==> src/rtl/rxdma_pkg.sv <==
// Shared constants and types for the receive DMA channel.
// Assumes a 32-bit memory word and a descriptor made of two such words.
package rxdma_pkg;

    localparam int BYTE_W    = 8;
    // Status half-word bit positions (software decodes these)
    localparam int ST_OVF    = 0;
    localparam int ST_WRAP   = 12;
    localparam int ST_SOP    = 13;
    localparam int ST_EOP    = 14;
    localparam int ST_OWN    = 15;
    // Configuration register bit positions
    localparam int CFG_EN    = 0;
    localparam int CFG_PHALT = 1;
    localparam int CFG_BHALT = 2;
    // Register indices
    localparam int IDX_CFG   = 0;
    localparam int IDX_RING  = 1;

    typedef enum logic [2:0] {
        ST_IDLE,
        ST_FETCH_HDR,
        ST_FETCH_PTR,
        ST_RECV,
        ST_WRITE,
        ST_WBACK
    } rx_state_t;

endpackage

==> src/rtl/rxdma_regs.sv <==
// Register file of the channel: enable, the two halt requests and the ring
// start address. Assumes the engine raises stop_i for one cycle when it stops;
// a software write in the same cycle takes precedence.
module rxdma_regs
    import rxdma_pkg::*;
#(
    parameter int ADDR_W = 32,
    parameter int REG_W  = 32,
    parameter int REG_AW = 2
) (
    input  logic              clk,
    input  logic              rst_n,
    input  logic              reg_wr,
    input  logic [REG_AW-1:0] reg_addr,
    input  logic [REG_W-1:0]  reg_wdata,
    output logic [REG_W-1:0]  reg_rdata,
    input  logic              stop_i,
    output logic              en_o,
    output logic              pkt_halt_o,
    output logic              brst_halt_o,
    output logic [ADDR_W-1:0] ring_start_o,
    output logic              ring_load_o
);

    logic wr_cfg;
    logic wr_ring;

    assign wr_cfg  = reg_wr && (reg_addr == REG_AW'(IDX_CFG));
    assign wr_ring = reg_wr && (reg_addr == REG_AW'(IDX_RING));

    // Configuration bits: software write, engine stop, halts dropped when off
    always_ff @(posedge clk) begin
        if (!rst_n) begin
            en_o        <= 1'b0;
            pkt_halt_o  <= 1'b0;
            brst_halt_o <= 1'b0;
        end else if (wr_cfg) begin
            en_o        <= reg_wdata[CFG_EN];
            pkt_halt_o  <= reg_wdata[CFG_PHALT];
            brst_halt_o <= reg_wdata[CFG_BHALT];
        end else if (stop_i || !en_o) begin
            en_o        <= 1'b0;
            pkt_halt_o  <= 1'b0;
            brst_halt_o <= 1'b0;
        end
    end

    // Ring start address and a one-cycle pointer load pulse after a write
    always_ff @(posedge clk) begin
        if (!rst_n) begin
            ring_start_o <= '0;
            ring_load_o  <= 1'b0;
        end else begin
            ring_load_o <= wr_ring;
            if (wr_ring) begin
                ring_start_o <= reg_wdata[ADDR_W-1:0];
            end
        end
    end

    // Read multiplexer
    always_comb begin
        reg_rdata = '0;
        if (reg_addr == REG_AW'(IDX_CFG)) begin
            reg_rdata[CFG_EN]    = en_o;
            reg_rdata[CFG_PHALT] = pkt_halt_o;
            reg_rdata[CFG_BHALT] = brst_halt_o;
        end else if (reg_addr == REG_AW'(IDX_RING)) begin
            reg_rdata = REG_W'(ring_start_o);
        end
    end

    // A stop from the engine turns enable off unless software writes config
    p_stop_clears_en_r7: assert property (@(posedge clk) disable iff (!rst_n)
        (stop_i && !wr_cfg) |=> !en_o);

    // Halt requests never outlive the enable bit by more than one cycle
    p_halt_needs_en_r9: assert property (@(posedge clk) disable iff (!rst_n)
        (!en_o && !reg_wr) |=> (!pkt_halt_o && !brst_halt_o));

endmodule

==> src/rtl/rxdma_packer.sv <==
// Collects stream bytes into one big-endian memory word with byte enables.
// Assumes the caller gives the lane of each byte and clears after each write.
module rxdma_packer
    import rxdma_pkg::*;
#(
    parameter int DATA_W = 32,
    localparam int BPW    = DATA_W / BYTE_W,
    localparam int LANE_W = (BPW > 1) ? $clog2(BPW) : 1
) (
    input  logic              clk,
    input  logic              rst_n,
    input  logic              clr_i,
    input  logic              push_i,
    input  logic [LANE_W-1:0] lane_i,
    input  logic [BYTE_W-1:0] byte_i,
    output logic [DATA_W-1:0] word_o,
    output logic [BPW-1:0]    be_o
);

    for (genvar g = 0; g < BPW; g++) begin : g_lane
        logic [BYTE_W-1:0] b_q;
        logic              v_q;

        // One lane: lane 0 is the lowest address and the most significant byte
        always_ff @(posedge clk) begin
            if (!rst_n || clr_i) begin
                b_q <= '0;
                v_q <= 1'b0;
            end else if (push_i && (lane_i == LANE_W'(g))) begin
                b_q <= byte_i;
                v_q <= 1'b1;
            end
        end

        assign word_o[DATA_W-1-g*BYTE_W -: BYTE_W] = b_q;
        assign be_o[BPW-1-g]                        = v_q;
    end

endmodule

==> src/rtl/rxdma_engine.sv <==
// Channel sequencer: fetches a descriptor, fills its buffer from the stream,
// writes the descriptor back and advances or wraps the pointer.
// Assumes word-aligned descriptors and buffers and a memory that holds
// request fields until it acknowledges.
module rxdma_engine
    import rxdma_pkg::*;
#(
    parameter int ADDR_W = 32,
    parameter int LEN_W  = 16,
    parameter int DATA_W = 32,
    localparam int BPW    = DATA_W / BYTE_W,
    localparam int LANE_W = (BPW > 1) ? $clog2(BPW) : 1,
    localparam int DESC_B = 2 * BPW
) (
    input  logic              clk,
    input  logic              rst_n,
    input  logic              en_i,
    input  logic              pkt_halt_i,
    input  logic              brst_halt_i,
    input  logic [ADDR_W-1:0] ring_start_i,
    input  logic              ring_load_i,
    output logic              stop_o,
    input  logic              s_valid,
    input  logic [BYTE_W-1:0] s_data,
    input  logic              s_last,
    output logic              s_ready,
    output logic              mem_req,
    output logic              mem_we,
    output logic [ADDR_W-1:0] mem_addr,
    output logic [DATA_W-1:0] mem_wdata,
    output logic [BPW-1:0]    mem_be,
    input  logic              mem_ack,
    input  logic [DATA_W-1:0] mem_rdata
);

    rx_state_t         st, st_n;
    logic [ADDR_W-1:0] desc_ptr;
    logic [ADDR_W-1:0] buf_ptr;
    logic [LEN_W-1:0]  cap;
    logic [LEN_W-1:0]  desc_st;
    logic [LEN_W-1:0]  cnt;
    logic              ovf;
    logic              last_seen;
    logic              pk_push, pk_clr;
    logic [DATA_W-1:0] pk_word;
    logic [BPW-1:0]    pk_be;
    logic [LEN_W-1:0]  wb_status;
    logic              halt_any;
    logic              hs;
    logic              keep;

    assign halt_any = pkt_halt_i || brst_halt_i;
    assign hs       = s_valid && s_ready;
    assign keep     = cnt < cap;

    rxdma_packer #(.DATA_W(DATA_W)) u_packer (
        .clk    (clk),
        .rst_n  (rst_n),
        .clr_i  (pk_clr),
        .push_i (pk_push),
        .lane_i (cnt[LANE_W-1:0]),
        .byte_i (s_data),
        .word_o (pk_word),
        .be_o   (pk_be)
    );

    // Status returned to software: ownership back, one-buffer packet, overflow
    always_comb begin
        wb_status         = desc_st;
        wb_status[ST_OWN] = 1'b0;
        wb_status[ST_EOP] = 1'b1;
        wb_status[ST_SOP] = 1'b1;
        wb_status[ST_OVF] = ovf;
    end

    // Next state, stop pulse and packer control
    always_comb begin
        st_n    = st;
        stop_o  = 1'b0;
        pk_push = 1'b0;
        pk_clr  = 1'b0;
        case (st)
            ST_IDLE: begin
                if (en_i && halt_any) begin
                    stop_o = 1'b1;
                end else if (en_i && s_valid) begin
                    st_n = ST_FETCH_HDR;
                end
            end
            ST_FETCH_HDR: begin
                if (mem_ack) begin
                    if (!mem_rdata[ST_OWN] || halt_any) begin
                        stop_o = 1'b1;
                        st_n   = ST_IDLE;
                    end else begin
                        st_n = ST_FETCH_PTR;
                    end
                end
            end
            ST_FETCH_PTR: begin
                if (mem_ack) begin
                    pk_clr = 1'b1;
                    st_n   = ST_RECV;
                end
            end
            ST_RECV: begin
                if (hs) begin
                    pk_push = keep;
                    if (s_last) begin
                        st_n = (keep || (pk_be != '0)) ? ST_WRITE : ST_WBACK;
                    end else if (keep && (cnt[LANE_W-1:0] == LANE_W'(BPW - 1))) begin
                        st_n = ST_WRITE;
                    end
                end
            end
            ST_WRITE: begin
                if (mem_ack) begin
                    pk_clr = 1'b1;
                    if (last_seen) begin
                        st_n = ST_WBACK;
                    end else if (brst_halt_i) begin
                        stop_o = 1'b1;
                        st_n   = ST_IDLE;
                    end else begin
                        st_n = ST_RECV;
                    end
                end
            end
            ST_WBACK: begin
                if (mem_ack) begin
                    stop_o = halt_any;
                    st_n   = ST_IDLE;
                end
            end
            default: st_n = ST_IDLE;
        endcase
    end

    // State register and per-packet datapath registers
    always_ff @(posedge clk) begin
        if (!rst_n) begin
            st        <= ST_IDLE;
            desc_ptr  <= '0;
            buf_ptr   <= '0;
            cap       <= '0;
            desc_st   <= '0;
            cnt       <= '0;
            ovf       <= 1'b0;
            last_seen <= 1'b0;
        end else begin
            st <= st_n;
            if (ring_load_i) begin
                desc_ptr <= ring_start_i;
            end else if (st == ST_WBACK && mem_ack) begin
                desc_ptr <= desc_st[ST_WRAP] ? ring_start_i
                                             : desc_ptr + ADDR_W'(DESC_B);
            end
            if (st == ST_FETCH_HDR && mem_ack) begin
                cap     <= mem_rdata[DATA_W-1 -: LEN_W];
                desc_st <= mem_rdata[LEN_W-1:0];
            end
            if (st == ST_FETCH_PTR && mem_ack) begin
                buf_ptr   <= mem_rdata[ADDR_W-1:0];
                cnt       <= '0;
                ovf       <= 1'b0;
                last_seen <= 1'b0;
            end
            if (st == ST_RECV && hs) begin
                if (keep) begin
                    cnt <= cnt + 1'b1;
                end else begin
                    ovf <= 1'b1;
                end
                if (s_last) begin
                    last_seen <= 1'b1;
                end
            end
            if (st == ST_WRITE && mem_ack) begin
                buf_ptr <= buf_ptr + ADDR_W'(BPW);
            end
        end
    end

    // Memory port and stream handshake drive
    always_comb begin
        mem_req   = (st == ST_FETCH_HDR) || (st == ST_FETCH_PTR) ||
                    (st == ST_WRITE) || (st == ST_WBACK);
        mem_we    = (st == ST_WRITE) || (st == ST_WBACK);
        mem_addr  = desc_ptr;
        mem_wdata = pk_word;
        mem_be    = pk_be;
        case (st)
            ST_FETCH_PTR: mem_addr = desc_ptr + ADDR_W'(BPW);
            ST_WRITE:     mem_addr = buf_ptr;
            ST_WBACK: begin
                mem_wdata = {cnt, wb_status};
                mem_be    = '1;
            end
            default: ;
        endcase
        s_ready = (st == ST_RECV);
    end

    // The stream is never accepted while a memory request is open
    p_ready_no_mem_r11: assert property (@(posedge clk) disable iff (!rst_n)
        s_ready |-> !mem_req);

    // A pending request holds its fields until acknowledged
    p_req_hold_r12: assert property (@(posedge clk) disable iff (!rst_n)
        (mem_req && !mem_ack) |=> (mem_req && $stable(mem_addr) &&
                                   $stable(mem_we) && $stable(mem_wdata)));

    // The written-back count never exceeds the buffer capacity
    p_count_in_cap_r8: assert property (@(posedge clk) disable iff (!rst_n)
        (st == ST_WBACK) |-> (cnt <= cap));

    // Byte enables of a write start at the lowest address and are contiguous
    p_be_shape_r4: assert property (@(posedge clk) disable iff (!rst_n)
        (mem_req && mem_we) |-> ((mem_be != '0) &&
                                 (((~mem_be) & ((~mem_be) + BPW'(1))) == '0)));

    // A write-back is only reached after a descriptor was fetched as owned
    p_wb_owned_r7: assert property (@(posedge clk) disable iff (!rst_n)
        (st == ST_WBACK) |-> desc_st[ST_OWN]);

endmodule

==> src/rtl/rxdma_channel.sv <==
// Top of the receive DMA channel: register file plus sequencer.
// Assumes software prepares descriptors before setting the enable bit.
module rxdma_channel
    import rxdma_pkg::*;
#(
    parameter int ADDR_W = 32,
    parameter int LEN_W  = 16,
    parameter int DATA_W = 32,
    parameter int REG_AW = 2,
    localparam int BPW   = DATA_W / BYTE_W
) (
    input  logic              clk,
    input  logic              rst_n,
    input  logic              reg_wr,
    input  logic [REG_AW-1:0] reg_addr,
    input  logic [31:0]       reg_wdata,
    output logic [31:0]       reg_rdata,
    input  logic              s_valid,
    input  logic [BYTE_W-1:0] s_data,
    input  logic              s_last,
    output logic              s_ready,
    output logic              mem_req,
    output logic              mem_we,
    output logic [ADDR_W-1:0] mem_addr,
    output logic [DATA_W-1:0] mem_wdata,
    output logic [BPW-1:0]    mem_be,
    input  logic              mem_ack,
    input  logic [DATA_W-1:0] mem_rdata
);

    logic              en, pkt_halt, brst_halt, ring_load, stop;
    logic [ADDR_W-1:0] ring_start;

    rxdma_regs #(.ADDR_W(ADDR_W), .REG_W(32), .REG_AW(REG_AW)) u_regs (
        .clk          (clk),
        .rst_n        (rst_n),
        .reg_wr       (reg_wr),
        .reg_addr     (reg_addr),
        .reg_wdata    (reg_wdata),
        .reg_rdata    (reg_rdata),
        .stop_i       (stop),
        .en_o         (en),
        .pkt_halt_o   (pkt_halt),
        .brst_halt_o  (brst_halt),
        .ring_start_o (ring_start),
        .ring_load_o  (ring_load)
    );

    rxdma_engine #(.ADDR_W(ADDR_W), .LEN_W(LEN_W), .DATA_W(DATA_W)) u_engine (
        .clk          (clk),
        .rst_n        (rst_n),
        .en_i         (en),
        .pkt_halt_i   (pkt_halt),
        .brst_halt_i  (brst_halt),
        .ring_start_i (ring_start),
        .ring_load_i  (ring_load),
        .stop_o       (stop),
        .s_valid      (s_valid),
        .s_data       (s_data),
        .s_last       (s_last),
        .s_ready      (s_ready),
        .mem_req      (mem_req),
        .mem_we       (mem_we),
        .mem_addr     (mem_addr),
        .mem_wdata    (mem_wdata),
        .mem_be       (mem_be),
        .mem_ack      (mem_ack),
        .mem_rdata    (mem_rdata)
    );

    // While disabled and between packets the stream stays stalled
    p_off_no_ready_r9: assert property (@(posedge clk) disable iff (!rst_n)
        (!en && !s_ready) |=> !s_ready);

endmodule

==> config.mk <==
export PLATFORM = sky130hd
export DESIGN_NAME = rxdma_channel
export DESIGN_NICKNAME = d
export VERILOG_FILES = /design/src/rtl/rxdma_pkg.sv /design/src/rtl/rxdma_regs.sv /design/src/rtl/rxdma_packer.sv /design/src/rtl/rxdma_engine.sv /design/src/rtl/rxdma_channel.sv
export SDC_FILE = /design/constraint.sdc
export NUM_CORES = 1
export LEC_CHECK = 0
export BUFFER_PORTS_ARGS = -buffer_cell sky130_fd_sc_hd__buf_2
export CAP_MARGIN = 20
export CORE_UTILIZATION = 62
export DETAILED_ROUTE_END_ITERATION = 12
export GPL_ROUTABILITY_DRIVEN = 0
export PLACE_DENSITY = 0.89
export SLEW_MARGIN = 20
export SYNTH_ARGS = -nofsm -noshare
export SYNTH_HDL_FRONTEND = slang
export SYNTH_SLANG_ARGS = --single-unit
==> constraint.sdc <==
create_clock -name clk -period 4.8 [get_ports clk]
set_input_delay 0.96 -clock clk [delete_from_list [all_inputs] [get_ports clk]]
set_output_delay 0.96 -clock clk [all_outputs]
set_load 0.005 [all_outputs]
==> flow_results.org, run 1 <==
** Power and ir drop
- Pleak :: 4.749 nW
- Power density normalized to cell area :: 368.1 nW/µm²
- IR analysis of the VDD net gives a maximum drop of 0.0002993 V.
- Total Power Consumption :: 4.502 mW

** Route
- Via count of the routed design :: 11590
- For this run, design rule violations remaining after detail routing come to 0.
- Once detail routing completed, the nets flagged for antenna violations numbered 0.
- After detailed routing, the average wire length per cell comes to 18.78 µm.
- The first detailed-routing pass ran for 9 iterations.
- Average vias per placed instance :: 6.612
- DRT Wirelength :: 32.93 mm
- The first routing iteration left 1497 violations.

** Logic synthesis
- Synth Cell Area :: 10700 µm²
- Of all flip-flops after synthesis, the portion carrying an async set or reset was 0%.
- After synthesis, the cell types taking the most area are dfxtp_1 35%, nand2_1 9.9%, a21oi_1 6.8%, mux2i_1 3.5%, clkbuf_1 3.1%.
- The synthesized design spends more area on one cell type than any other, namely dfxtp_1.
- Sequential cell area fraction in the yosys report :: 34.61%
- Number of register bits inferred by synthesis :: 185
- After synthesis, the mean cell area works out to 7.605 µm².
- For this run, the number of Yosys warnings is 0.
- Among all flip-flop cells after synthesis, the most frequent one is dfxtp_1.
- Yosys mapped a number of flops with a built-in enable equal to 0.
- Number of distinct library cells after synthesis :: 78
- Synthesis produced 1407 cells.
- When the netlist entered floorplanning its net count stood at 1509.
- The top cell type by area accounts for 34.61% of the synthesized area.

** Timing
- The number of endpoints with negative hold slack in the final report is 0.
- Number of max-slew violations in the final report :: 0
- Setup Total Neg Slack :: 0 ns
- Setup violations remaining at the end of the flow were counted as 0.
- Setup Skew :: 0.01418 ns
- Final period demand of the worst path :: 4.187 ns
- At the pin with the least slew margin, the transition time is 1.043 ns.
- Unrepaired setup endpoints after global routing :: false
- Relative max-transition margin :: 30.04%
- The final critical path takes up 87.22% of the cycle.
- Fmax achieved :: 238.8 MHz

** Placement
- Detailed placement ended at an HPWL of 23.00 mm.
- Input and output buffers added on the ports amount to 182.
- Summing all placed instances gives a cell area of 11650 µm².

** Layout
- The number of antenna diodes in the final layout is 0.
- Post-route core utilization :: 73.22%
- Of the cells placed in the final design, the portion with a size suffix greater than 1 is 19.24%.
- Layout filler cell count :: 1289
- Post-synthesis to final-layout area growth :: 14.29%
- Once layout is done, the placed cells without fillers occupy 12230 µm².
- In the final design database the tool counted 1622 nets.

** Setup path
- The critical path is of the register to output pin type.
- Cells along the critical path :: inv_1, and2_1, nor2_1, o21ai_0, o311ai_0, buf_2
- Largest fanout on the critical path :: 23
- Element type at the critical path end :: output pin
- The worst setup path is launched from a register.
- Among all stages on the critical path, the largest delay is contributed by dfxtp_1.
- In this run the register-to-register setup slack is 2.01 ns.
- Worst path required time :: 3.84 ns
- In this design, the stage delay of the slowest critical-path cell is 0.79 ns.
- At the worst endpoint, the arrival time is 3.23 ns.

** Clock tree
- The number of hold buffers added after CTS was 0.
- Clock latency of the later-clocked register in the worst-skew pair :: 0.45 ns
- Once the clock tree was built, the resizer swapped 0 gates to a different size.
- Max H-tree Level :: 4
- CTS sink count :: 185
- After clock tree synthesis, the clock-pin slew on the worst setup and hold paths is 0.08 ns.
- CTS tree :: built
- Clock Tree Buf Depth :: 2
- Number of CTS-inserted buffers :: 17
- Root Buffer :: clkbuf_16
- Post-CTS setup repair buffer count :: 0

** Global route
- Total congestion overflow :: 0
- Number of antenna violations at the first check in global routing :: 0
- Maximum number of pins on one net before global-route repair :: 69
- The via count of the first global-routing pass is 10540.
- The first global-routing pass estimated 53.00 mm of wire.
- GRT Total Usage :: 36.88%

** Die
- The initialized floorplan defines 47 standard-cell rows.
- Effective utilization at floorplan :: 64.07%
- Die Y-Extent :: 133.4 µm
- Die Wd :: 133.4 µm
- The core region is 16700 µm².
- In this run the count of I/O pins placed on the die edge is 183.
- DIE AREA :: 17790 µm²

** Min path
- The path class of the tightest hold or removal check is register to register.

** Flow run
- The tool flagged a number of max-cap violations equal to 0.

** Status
- The run finished with clean final reports.
layout by cell type (no fill, tap or decap), drive strengths merged, types with 18 or more instances in the layout:
cell,synthesis,routed
nor2,62,62
o21ai,54,54
a21oi,145,145
ha,22,22
and2,40,40
buf,24,206
clkbuf,88,18
inv,33,40
mux2i,37,37
a31oi,28,28
nand2,283,283
or3,24,24
nor4,18,18
nor3,28,28
dfxtp,185,185
mux2,27,27
nand4,43,43
nand3,49,49
o31ai,21,21
report_power, final:
group / internal [mW] / switching [mW] / total, mW
combinational: 0.445 / 0.880 / 1.32
sequential: 1.64 / 0.170 / 1.81
clock: 0.697 / 0.673 / 1.37
kinds of logic after synthesis:
group	share of synthesized area (%)
multiplexers	6.303
buffers and inverters	5.402
AND/OR/NAND/NOR	28.08
XOR/XNOR	0.2456
adder cells (fa/ha/maj)	2.572
AO/OA/AOI/OAI	22.79
flip-flops	34.61
worst max-delay path, delay by kind of cell (launching register included):
kind                   cells  cell delay, ns
AND/OR/NAND/NOR            2            1.00
AO/OA/AOI/OAI              2            0.46
buffers and inverters      2            0.51
flip-flops                 1            0.79
final timing paths:
check / cells past startpoint / start / endpoint
setup / recovery: 6 / u_engine.st[0]$_SDFFE_PN0P_ / mem_addr[15]
hold / removal: 2 / u_engine.cap[9]$_SDFFE_PN0P_ / u_engine.cap[9]$_SDFFE_PN0P_
setup reg to reg: 5 / u_engine.st[2]$_SDFFE_PN0P_ / u_engine.desc_ptr[5]$_SDFFE_PN0P_
hold reg to reg: 2 / u_engine.cap[9]$_SDFFE_PN0P_ / u_engine.cap[9]$_SDFFE_PN0P_
cell type report:
cell class	instances	area, µm²	area share (%)
Timing Repair Buffer	206	1099	8.983
Sequential cell	185	3704	30.28
Clock inverter	14	126.4	1.033
Multi-Input combinational cell	1077	6461	52.83
Clock buffer	18	439.2	3.591
Tap cell	220	275.3	2.251
Inverter	33	125.1	1.023
cell usage after synthesis, drive strengths merged (33+ instances only):
| master | instances |
|---|---|
| nand2 | 283 |
| dfxtp | 185 |
| a21oi | 145 |
| clkbuf | 88 |
| nor2 | 62 |
| o21ai | 54 |
| nand3 | 49 |
| nand4 | 43 |
| and2 | 40 |
| mux2i | 37 |
| inv | 33 |
state kept, by name, summed over array words and instances, names as in the netlist, 3 cells and up:
register / flops
u_engine.desc_ptr: 32
u_engine.cnt: 16
u_engine.u_packer.g_lane.b_q: 32
u_engine.u_packer.g_lane.v_q: 4
u_engine.desc_st: 12
u_regs.ring_start_o: 32
u_engine.buf_ptr: 32
u_engine.st: 3
u_engine.cap: 16
metal layers:
metal / global-route usage [%] / share of wire (%) / vias up
met3: 6.545 / 9.2 / 141
li1: - / - / 5351
met2: 60.04 / 47 / 737
met1: 45.74 / 39 / 5362
met4: 21.72 / 4.5 / 0
met5: 0 / 0 / -
metrics by stage:
| step | worst slack, ns | hold slack [ns] | cells |
|---|---|---|---|
| final | 0.6132 | 0.4568 | 1753 |
| after global routing | 0.3781 | 0.4726 | 1753 |
| after CTS | 0.7434 | 0.4567 | 1752 |
| after detailed placement | 1.212 | 0.4479 | 1720 |
| after global placement | 1.308 | 0.4395 | 1720 |
| after floorplan | 1.857 | 0.4301 | 1407 |
(Power assumes the default switching activity.)
==> run 2, diff against run 1 <==
--- a/config.mk
+++ b/config.mk
@@ -5,8 +5,10 @@
 export SDC_FILE = /design/constraint.sdc
 export NUM_CORES = 1
 export LEC_CHECK = 0
+export ABC_CLOCK_PERIOD_IN_PS = 4800
 export BUFFER_PORTS_ARGS = -buffer_cell sky130_fd_sc_hd__buf_2
 export CAP_MARGIN = 20
+export CORE_ASPECT_RATIO = 1.75
 export CORE_UTILIZATION = 62
 export DETAILED_ROUTE_END_ITERATION = 12
 export GPL_ROUTABILITY_DRIVEN = 0
==> run 2 against run 1 <==
Count of clock-buffer cells in the layout is the same. Core utilization shrank 0.78 points. Global-route usage up 1.5 points. Non-clock buffer count is 3 higher. Die area up 0.11%. Worst hold slack got worse by 0.0033 ns. Sequential share of layout area fell by 0.12 points. Register-to-register slack got worse by 0.27 ns. Combinational power increased by 3%. Clock power is 3% higher. Worst setup slack improved by 0.0022 ns. Via count rose by 0.67%. Critical endpoint is now mem_addr[20]. Largest cell class unchanged.
==> flow_results.org, run 2 (synthesis results as in run 1) <==
** Power and ir drop
- Portion of total power attributed to sequential cells :: 39.6% (-0.5 points)
- Fraction of power consumed by the clock network :: 30.8% (+0.4 points)
- The internal power summed over all cells was 2.804 mW (+0.88%).
- Highest ir drop seen on vdd :: 0.0002692 V (-10%)
- The leakage power is 4.765 nW (+0.33%).
- Comb pwr share :: 29.6% (+0.2 points)
- The switching power came to 1.770 mW (+2.8%).
- Switching power share of the total :: 38.70% (+0.44 points)
- Power density normalized to cell area :: 372.5 nW/µm² (+1.2%)

** Clock tree
- The depth of the CTS H-tree is 4 (unchanged).
- The number of sinks driven by the clock tree came to 185 (unchanged).
- # resized after CTS :: 0 (unchanged)
- Clock Tree Buf Depth :: 2 (unchanged)
- CTS tree :: built
- Clock slew at the register clock pins of the worst setup and hold paths :: 0.07 ns (about the same)
- Number of CTS-inserted buffers :: 17 (unchanged)
- Count of hold-fix buffers inserted at cts :: 0 (unchanged)
- The tree is rooted in a clkbuf_16.
- The clock insertion delay at the later pin of the skew report came to 0.44 ns (about the same).
- The post-CTS setup buffer count was 0 (unchanged).

** Min path
- Type of the most critical hold path :: register to register

** Die
- Die Y-Extent :: 175.8 µm (+32%)
- Number of placed I/O pins :: 183 (unchanged)
- The row count was 63 (+34%).
- The placeable core area is 16950 µm² (+1.5%).
- Effective utilization at floorplan :: 63.14% (-0.93 points)
- DIE AREA :: 17810 µm² (+0.11%)
- Die Wd :: 101.3 µm (-24%)

** Timing
- Final period demand of the worst path :: 4.185 ns (-0.002218 ns)
- Setup repair after global routing left no endpoint under its margin.
- Number of max-slew violations in the final report :: 0 (unchanged)
- Setup Total Neg Slack :: 0 ns (unchanged)
- Fmax achieved :: 239.0 MHz (about the same)
- Relative max-transition margin :: 31.79% (+1.8 points)
- The share of the clock period used by the worst path came to 87.18% (about the same).
- The largest clock skew in the final design is 0.01503 ns (+0.0008450 ns).
- The slew at the pin closest to its max-slew limit was 1.019 ns (-0.02376 ns).
- The number of endpoints with negative hold slack in the final report came to 0 (unchanged).
- Final Hold Slack :: 0.4536 ns (-0.003259 ns)
- Final setup violation count :: 0 (unchanged)

** Layout
- Ratio of cells with drive above 1 in the final layout :: 19.34% (+0.093 points)
- Leaving out fill and tap cells, the most frequent cell in the layout is nand2_1.
- Total area of sequential cells :: 3704 µm² (unchanged)
- The combined area of the multi-input logic cells came to 6457 µm² (about the same).
- # nets final :: 1625 (+0.18%)
- From synthesis to final layout, the design area changed by 14.74%.
- Non-filler instance count after layout :: 1763 (+0.57%)
- Antenna diode instance count :: 0 (unchanged)
- The filler cell count in the final layout was 1327 (+2.9%).
- Highest-count cells in the layout ignoring fill and taps :: 282 x nand2_1, 185 x dfxtp_1, 182 x buf_2
- Finished layout cell area :: 12280 µm² (+0.40%)
- Post-route core utilization :: 72.45% (-0.78 points)

** Route
- The number of design rule violations left after detail routing came to 0 (unchanged).
- The overall routed net length came to 33.72 mm (+2.4%).
- DRC violation total after the first TritonRoute iteration :: 1163 (-22%)
- Antenna Nets Post-Route :: 0 (unchanged)
- The length of the first detailed-routing pass in iterations was 6 (-3).
- The post-detailed-route wirelength per cell is 19.12 µm (+1.8%).
- The number of vias per cell was 6.619 (+0.10%).
- Via count of the routed design :: 11670 (+0.67%)

** Global route
- GRT Total Usage :: 38.35% (+1.5 points)
- The via count of the first global-routing pass was 10920 (+3.6%).
- The number of antenna violations at the first check in global routing was 0 (unchanged).
- Maximum number of pins on one net before global-route repair :: 67 (-2.9%)
- The first-pass GRT wire length is 53.64 mm (+1.2%).
- Total congestion overflow :: 0 (unchanged)

** Setup path
- Largest fanout on the critical path :: 23 (unchanged)
- Element type at the critical path end :: output pin
- The worst stage delay on the critical path was 0.82 ns (+0.03 ns).
- The signal arrival time at the worst endpoint is 3.22 ns (about the same).
- Kind of start point of the critical path :: register
- The critical path is of the register to output pin type.
- Walking the worst path, the cells encountered are inv_1, and2_1, nor2_1, o21ai_0, o211ai_1, buf_2.
- The critical path data required time is 3.84 ns (about the same).
- Slowest CP cell :: dfxtp_1

** Placement
- Post-detailed-placement cell area :: 11670 µm² (+0.23%)
- Port bufs :: 182 (unchanged)
- DP HPWL :: 23.86 mm (+3.8%)
- Placed Cells incl. Taps :: 1730 (+0.58%)

** Status
- Result of the run :: completed

** Flow run
- Max_cap viols :: 0 (unchanged)
-- run 2: layout make-up --
cell class	count	area share, %
Clock buffer	18	3.577
Clock inverter	14	1.202
Inverter	33	1.019
Multi-Input combinational cell	1077	52.59
Sequential cell	185	30.16
Tap cell	227	2.313
Timing Repair Buffer	209	9.131
-- run 2: worst paths after layout --
kind	start	endpoint	slack [ns]	depth (start not counted)
max reg2reg	u_engine.st[2]$_SDFFE_PN0P_	u_engine.desc_ptr[5]$_SDFFE_PN0P_	1.74	5
min reg2reg	u_engine.cap[4]$_SDFFE_PN0P_	u_engine.cap[4]$_SDFFE_PN0P_	0.45	2
max	u_engine.st[0]$_SDFFE_PN0P_	mem_addr[20]	0.62	6
min	u_engine.cap[4]$_SDFFE_PN0P_	u_engine.cap[4]$_SDFFE_PN0P_	0.45	2
-- run 2: layer usage --
layer / part of all wire [%] / wire length, µm / GRT usage [%]
met5: 0 / 0 / 0
met4: 8.2 / 2764 / 32.43
met3: 7.3 / 2474 / 8.396
met2: 49 / 16520 / 64.20
met1: 35 / 11960 / 40.08
-- run 2: stage by stage --
step / total power [mW] / setup WS [ns]
2_1_floorplan: 2.711 / 1.857
3_3_place_gp: 3.091 / 1.359
3_5_place_dp: 3.132 / 1.301
4_1_cts: 4.531 / 0.8164
5_1_grt: 4.773 / 0.4946
6_report: 4.574 / 0.6154
-- run 2: power groups by stage --
stage                     Clock [mW]  Combinational (mW)  Sequential [mW]
after global routing            1.48                1.47             1.82
after CTS                       1.42                1.31             1.80
final                           1.41                1.36             1.81
after detailed placement           0                1.30             1.83
after global placement             0                1.27             1.82
after floorplan                    0               0.973             1.74
-- run 2: worst max-delay path, delay by kind of cell (launching register included) --
kind / cells / cell delay [ns]
AO/OA/AOI/OAI: 2 / 0.47
buffers and inverters: 2 / 0.48
flip-flops: 1 / 0.82
AND/OR/NAND/NOR: 2 / 1.01
==> run 3, diff against run 2 <==
--- a/config.mk
+++ b/config.mk
@@ -12,7 +12,7 @@
 export CORE_UTILIZATION = 62
 export DETAILED_ROUTE_END_ITERATION = 12
 export GPL_ROUTABILITY_DRIVEN = 0
-export PLACE_DENSITY = 0.89
+export PLACE_DENSITY = 0.84
 export SLEW_MARGIN = 20
 export SYNTH_ARGS = -nofsm -noshare
 export SYNTH_HDL_FRONTEND = slang
==> run 3 against run 2 <==
Fmax decreased by 3.4%. Sequential cell count did not move. Final area is 0.36% lower. Register-to-register slack got worse by 0.15 ns.
==> flow_results.org, run 3 (synthesis results as in run 1) <==
** Status
- Result of the run :: completed

** Layout
- Post-synthesis to final-layout area growth :: 14.34%
- Non-filler instance count after layout :: 1759 (-0.23%)
- The filler cell count in the final layout is 1387 (+4.5%).
- # nets final :: 1621 (-0.25%)
- The antenna diode count came to 0 (unchanged).
- In the layout the commonest cells are 282 x nand2_1, 185 x dfxtp_1, 182 x buf_2.
- The fraction of layout cells with a size suffix above 1 came to 19.06% (-0.28 points).
- Most frequent standard cell in the layout excluding fill and tap cells :: nand2_1
- Finished layout cell area :: 12230 µm² (-0.36%)

** Global route
- The via count of the first global-routing pass came to 10750 (-1.5%).
- Number of antenna violations at the first check in global routing :: 0 (unchanged)
- Wire length of the first global-routing pass :: 52.98 mm (-1.2%)
- The pin count of the biggest net entering global routing is 69 (+3.0%).
- The combined global-route utilization of all metal layers was 37.77% (-0.58 points).
- The global route total overflow came to 0 (unchanged).

** Setup path
- Endpoint of the worst register-to-register path :: u_engine.desc_ptr[31]$_SDFFE_PN0P_
- Bufs and invs on worst path :: 1 (-1)
- STA classifies the critical path startpoint as a register.
- Largest fanout on the critical path :: 16 (-30%)
- CP max stage delay :: 0.90 ns (+0.08 ns)
- Among cell families on the critical path, the largest total delay comes from simple AND/OR/NAND/NOR gates.
- Reg-to-reg critical path startpoint :: u_engine.desc_ptr[4]$_SDFFE_PN0P_
- STA classifies the critical path endpoint as an output pin.
- Critical path type :: register to output pin
- The critical path data required time is 3.84 ns (about the same).
- The signal arrival time at the worst endpoint was 3.37 ns (+0.15 ns).
- Worst R2R Setup Slack :: 1.59 ns (-0.15 ns)
- Number of cells on the worst reg-to-reg path :: 6 (+1)
- Slowest CP cell :: nor3_2
- Cells along the critical path :: ha_1, nand4_1, nor3_2, nand4_1, or3_1, nand3_1, buf_2
- The cell that appears most often on the critical path is nand4_1.

** Route
- DRT Wirelength :: 33.47 mm (-0.74%)
- Average vias per placed instance :: 6.561 (-0.88%)
- DRC violation total after the first TritonRoute iteration :: 1178 (+1.3%)
- The number of design rule violations left after detail routing came to 0 (unchanged).
- The final antenna-violating net count came to 0 (unchanged).
- Post-DR wirelength/cell :: 19.03 µm (-0.52%)
- The vias after detailed routing was 11540 (-1.1%).
- Number of search-and-repair iterations in the first detailed-routing pass :: 9 (+3)

** Min path
- The path with the worst hold slack has its endpoint at u_engine.cap[8]$_SDFFE_PN0P_.
- In this run the worst hold path is classified as register to register.
- Instance count along the most critical hold path :: 2 (unchanged)
- The worst hold path begins at u_engine.cap[8]$_SDFFE_PN0P_.

** Placement
- Placed Cells incl. Taps :: 1727 (-0.17%)
- Port bufs :: 182 (unchanged)
- The total placed instance area was 11650 µm² (-0.19%).
- The sum of net half-perimeters after detailed placement was 24.00 mm (+0.58%).

** Clock tree
- The number of gates given a new drive strength after cts came to 0 (unchanged).
- Number of CTS-inserted buffers :: 17 (unchanged)
- Post-CTS setup repair buffer count :: 0 (unchanged)
- Clock latency of the later-clocked register in the worst-skew pair :: 0.45 ns (about the same)
- Clock slew at the register clock pins of the worst setup and hold paths :: 0.07 ns (about the same)
- The number of buffers on the longest clock path is 2 (unchanged).
- The depth of the CTS H-tree was 4 (unchanged).
- The total of hold buffers inserted after clock tree synthesis came to 0 (unchanged).
- The tree is rooted in a clkbuf_16.
- The number of sinks driven by the clock tree was 185 (unchanged).
- TritonCTS built the clock tree.

** Power and ir drop
- The worst ir drop on vdd came to 0.0002547 V (-5.4%).
- The part of the total power dissipated in sequential elements came to 39.6% (about the same).
- The power per unit of standard cell area is 372.2 nW/µm² (about the same).
- Cell internal power dissipation :: 2.785 mW (-0.69%)
- The fraction of power spent switching nets is 38.85% (+0.14 points).
- The fraction of power consumed by the clock network is 30.7% (about the same).
- The part of the power in combinational logic came to 29.6% (about the same).
- The total chip power came to 4.553 mW (-0.45%).
- The leakage power came to 4.740 nW (-0.53%).
- Power spent charging and discharging nets :: 1.769 mW (about the same)

** Timing
- Setup Total Neg Slack :: 0 ns (unchanged)
- The max-slew headroom at the worst pin is 27.76% (-4.0 points).
- The highest achievable clock rate came to 230.8 MHz (-3.4%).
- The final critical path time including I/O delays and setup is 4.333 ns (+0.1480 ns).
- Pin slew with the least headroom to its limit :: 1.078 ns (+0.05832 ns)
- The worst slack on hold paths is 0.4559 ns (+0.002335 ns).
- Number of max-slew violations in the final report :: 0 (unchanged)
- Unrepaired setup endpoints after global routing :: false
- The largest clock skew in the final design is 0.01200 ns (-0.003026 ns).
- The share of the clock period used by the worst path was 90.26% (+3.1 points).
- The number of endpoints with negative hold slack in the final report is 0 (unchanged).
- Final setup violation count :: 0 (unchanged)

** Die
- Number of standard-cell rows in the floorplan :: 63 (unchanged)
- The placeable core area was 16950 µm² (unchanged).
- Number of placed I/O pins :: 183 (unchanged)
- DIE AREA :: 17810 µm² (unchanged)
- Effective utilization at floorplan :: 63.14% (unchanged)
- Die Wd :: 101.3 µm (unchanged)
- Die Y-Extent :: 175.8 µm (unchanged)

** Flow run
- The number of violations of the max-capacitance limit is 0 (unchanged).
## run 3: cell types whose count changed in the layout (fill, tap and decap cells not counted), sizes merged
| cell | delta |
|---|---|
| buf | -4 |
| clkinv | +2 |
| clkinvlp | -1 |
| inv | -1 |
## run 3: routing by layer
layer	wire length [µm]	part of all wire, %	GRT usage, %	up-vias
li1	-	-	-	5354
met1	11840	35	39.81	5336
met2	16710	50	65.25	673
met3	2374	7.1	6.128	177
met4	2545	7.6	30.07	0
met5	0	0	0	-
## run 3: power groups by stage
stage	registers [mW]	logic [mW]	clock network, mW
finish	1.80	1.35	1.40
floorplan	1.74	0.973	0
global route	1.82	1.45	1.47
CTS	1.80	1.32	1.41
global placement	1.82	1.28	0
detailed placement	1.83	1.31	0
## run 3: layout make-up
class / instances / area [µm²] / area share (%)
well taps: 227 / 284.0 / 2.322
multi-input cells: 1077 / 6457 / 52.78
clock inverters: 14 / 151.4 / 1.237
flip-flops and latches: 185 / 3704 / 30.27
clock buffers: 18 / 429.2 / 3.508
repair buffers: 205 / 1084 / 8.857
inverters: 33 / 125.1 / 1.023
## run 3: metrics by stage
step | setup slack [ns] | utilization [%]
final | 0.4674 | 72.19
after global routing | 0.2677 | 72.19
after CTS | 0.5695 | 72.17
after detailed placement | 1.107 | 68.75
after global placement | 1.205 | 68.75
after floorplan | 1.857 | -
## run 3: how the worst max path moves through the flow
| stage | slack [ns] | cells after the start | from | end |
|---|---|---|---|---|
| 6_report | 0.47 | 7 | u_engine.desc_ptr[4]$_SDFFE_PN0P_ | mem_addr[31] |
| 2_1_floorplan | 1.86 | 5 | reg_addr[0] | reg_rdata[21] |
| 4_1_cts | 0.57 | 7 | u_engine.desc_ptr[4]$_SDFFE_PN0P_ | mem_addr[31] |
| 3_3_place_gp | 1.20 | 4 | u_engine.st[1]$_SDFFE_PN0P_ | mem_addr[7] |
| 5_1_grt | 0.27 | 7 | u_engine.desc_ptr[4]$_SDFFE_PN0P_ | mem_addr[31] |
| 3_5_place_dp | 1.11 | 7 | u_engine.desc_ptr[4]$_SDFFE_PN0P_ | mem_addr[31] |
## run 3: tightest hold or removal path, delay by kind of cell, from the launching register on
family | cells | cell delay [ns]
AO/OA/AOI/OAI | 1 | 0.05
flip-flops | 1 | 0.31
AND/OR/NAND/NOR | 1 | 0.05
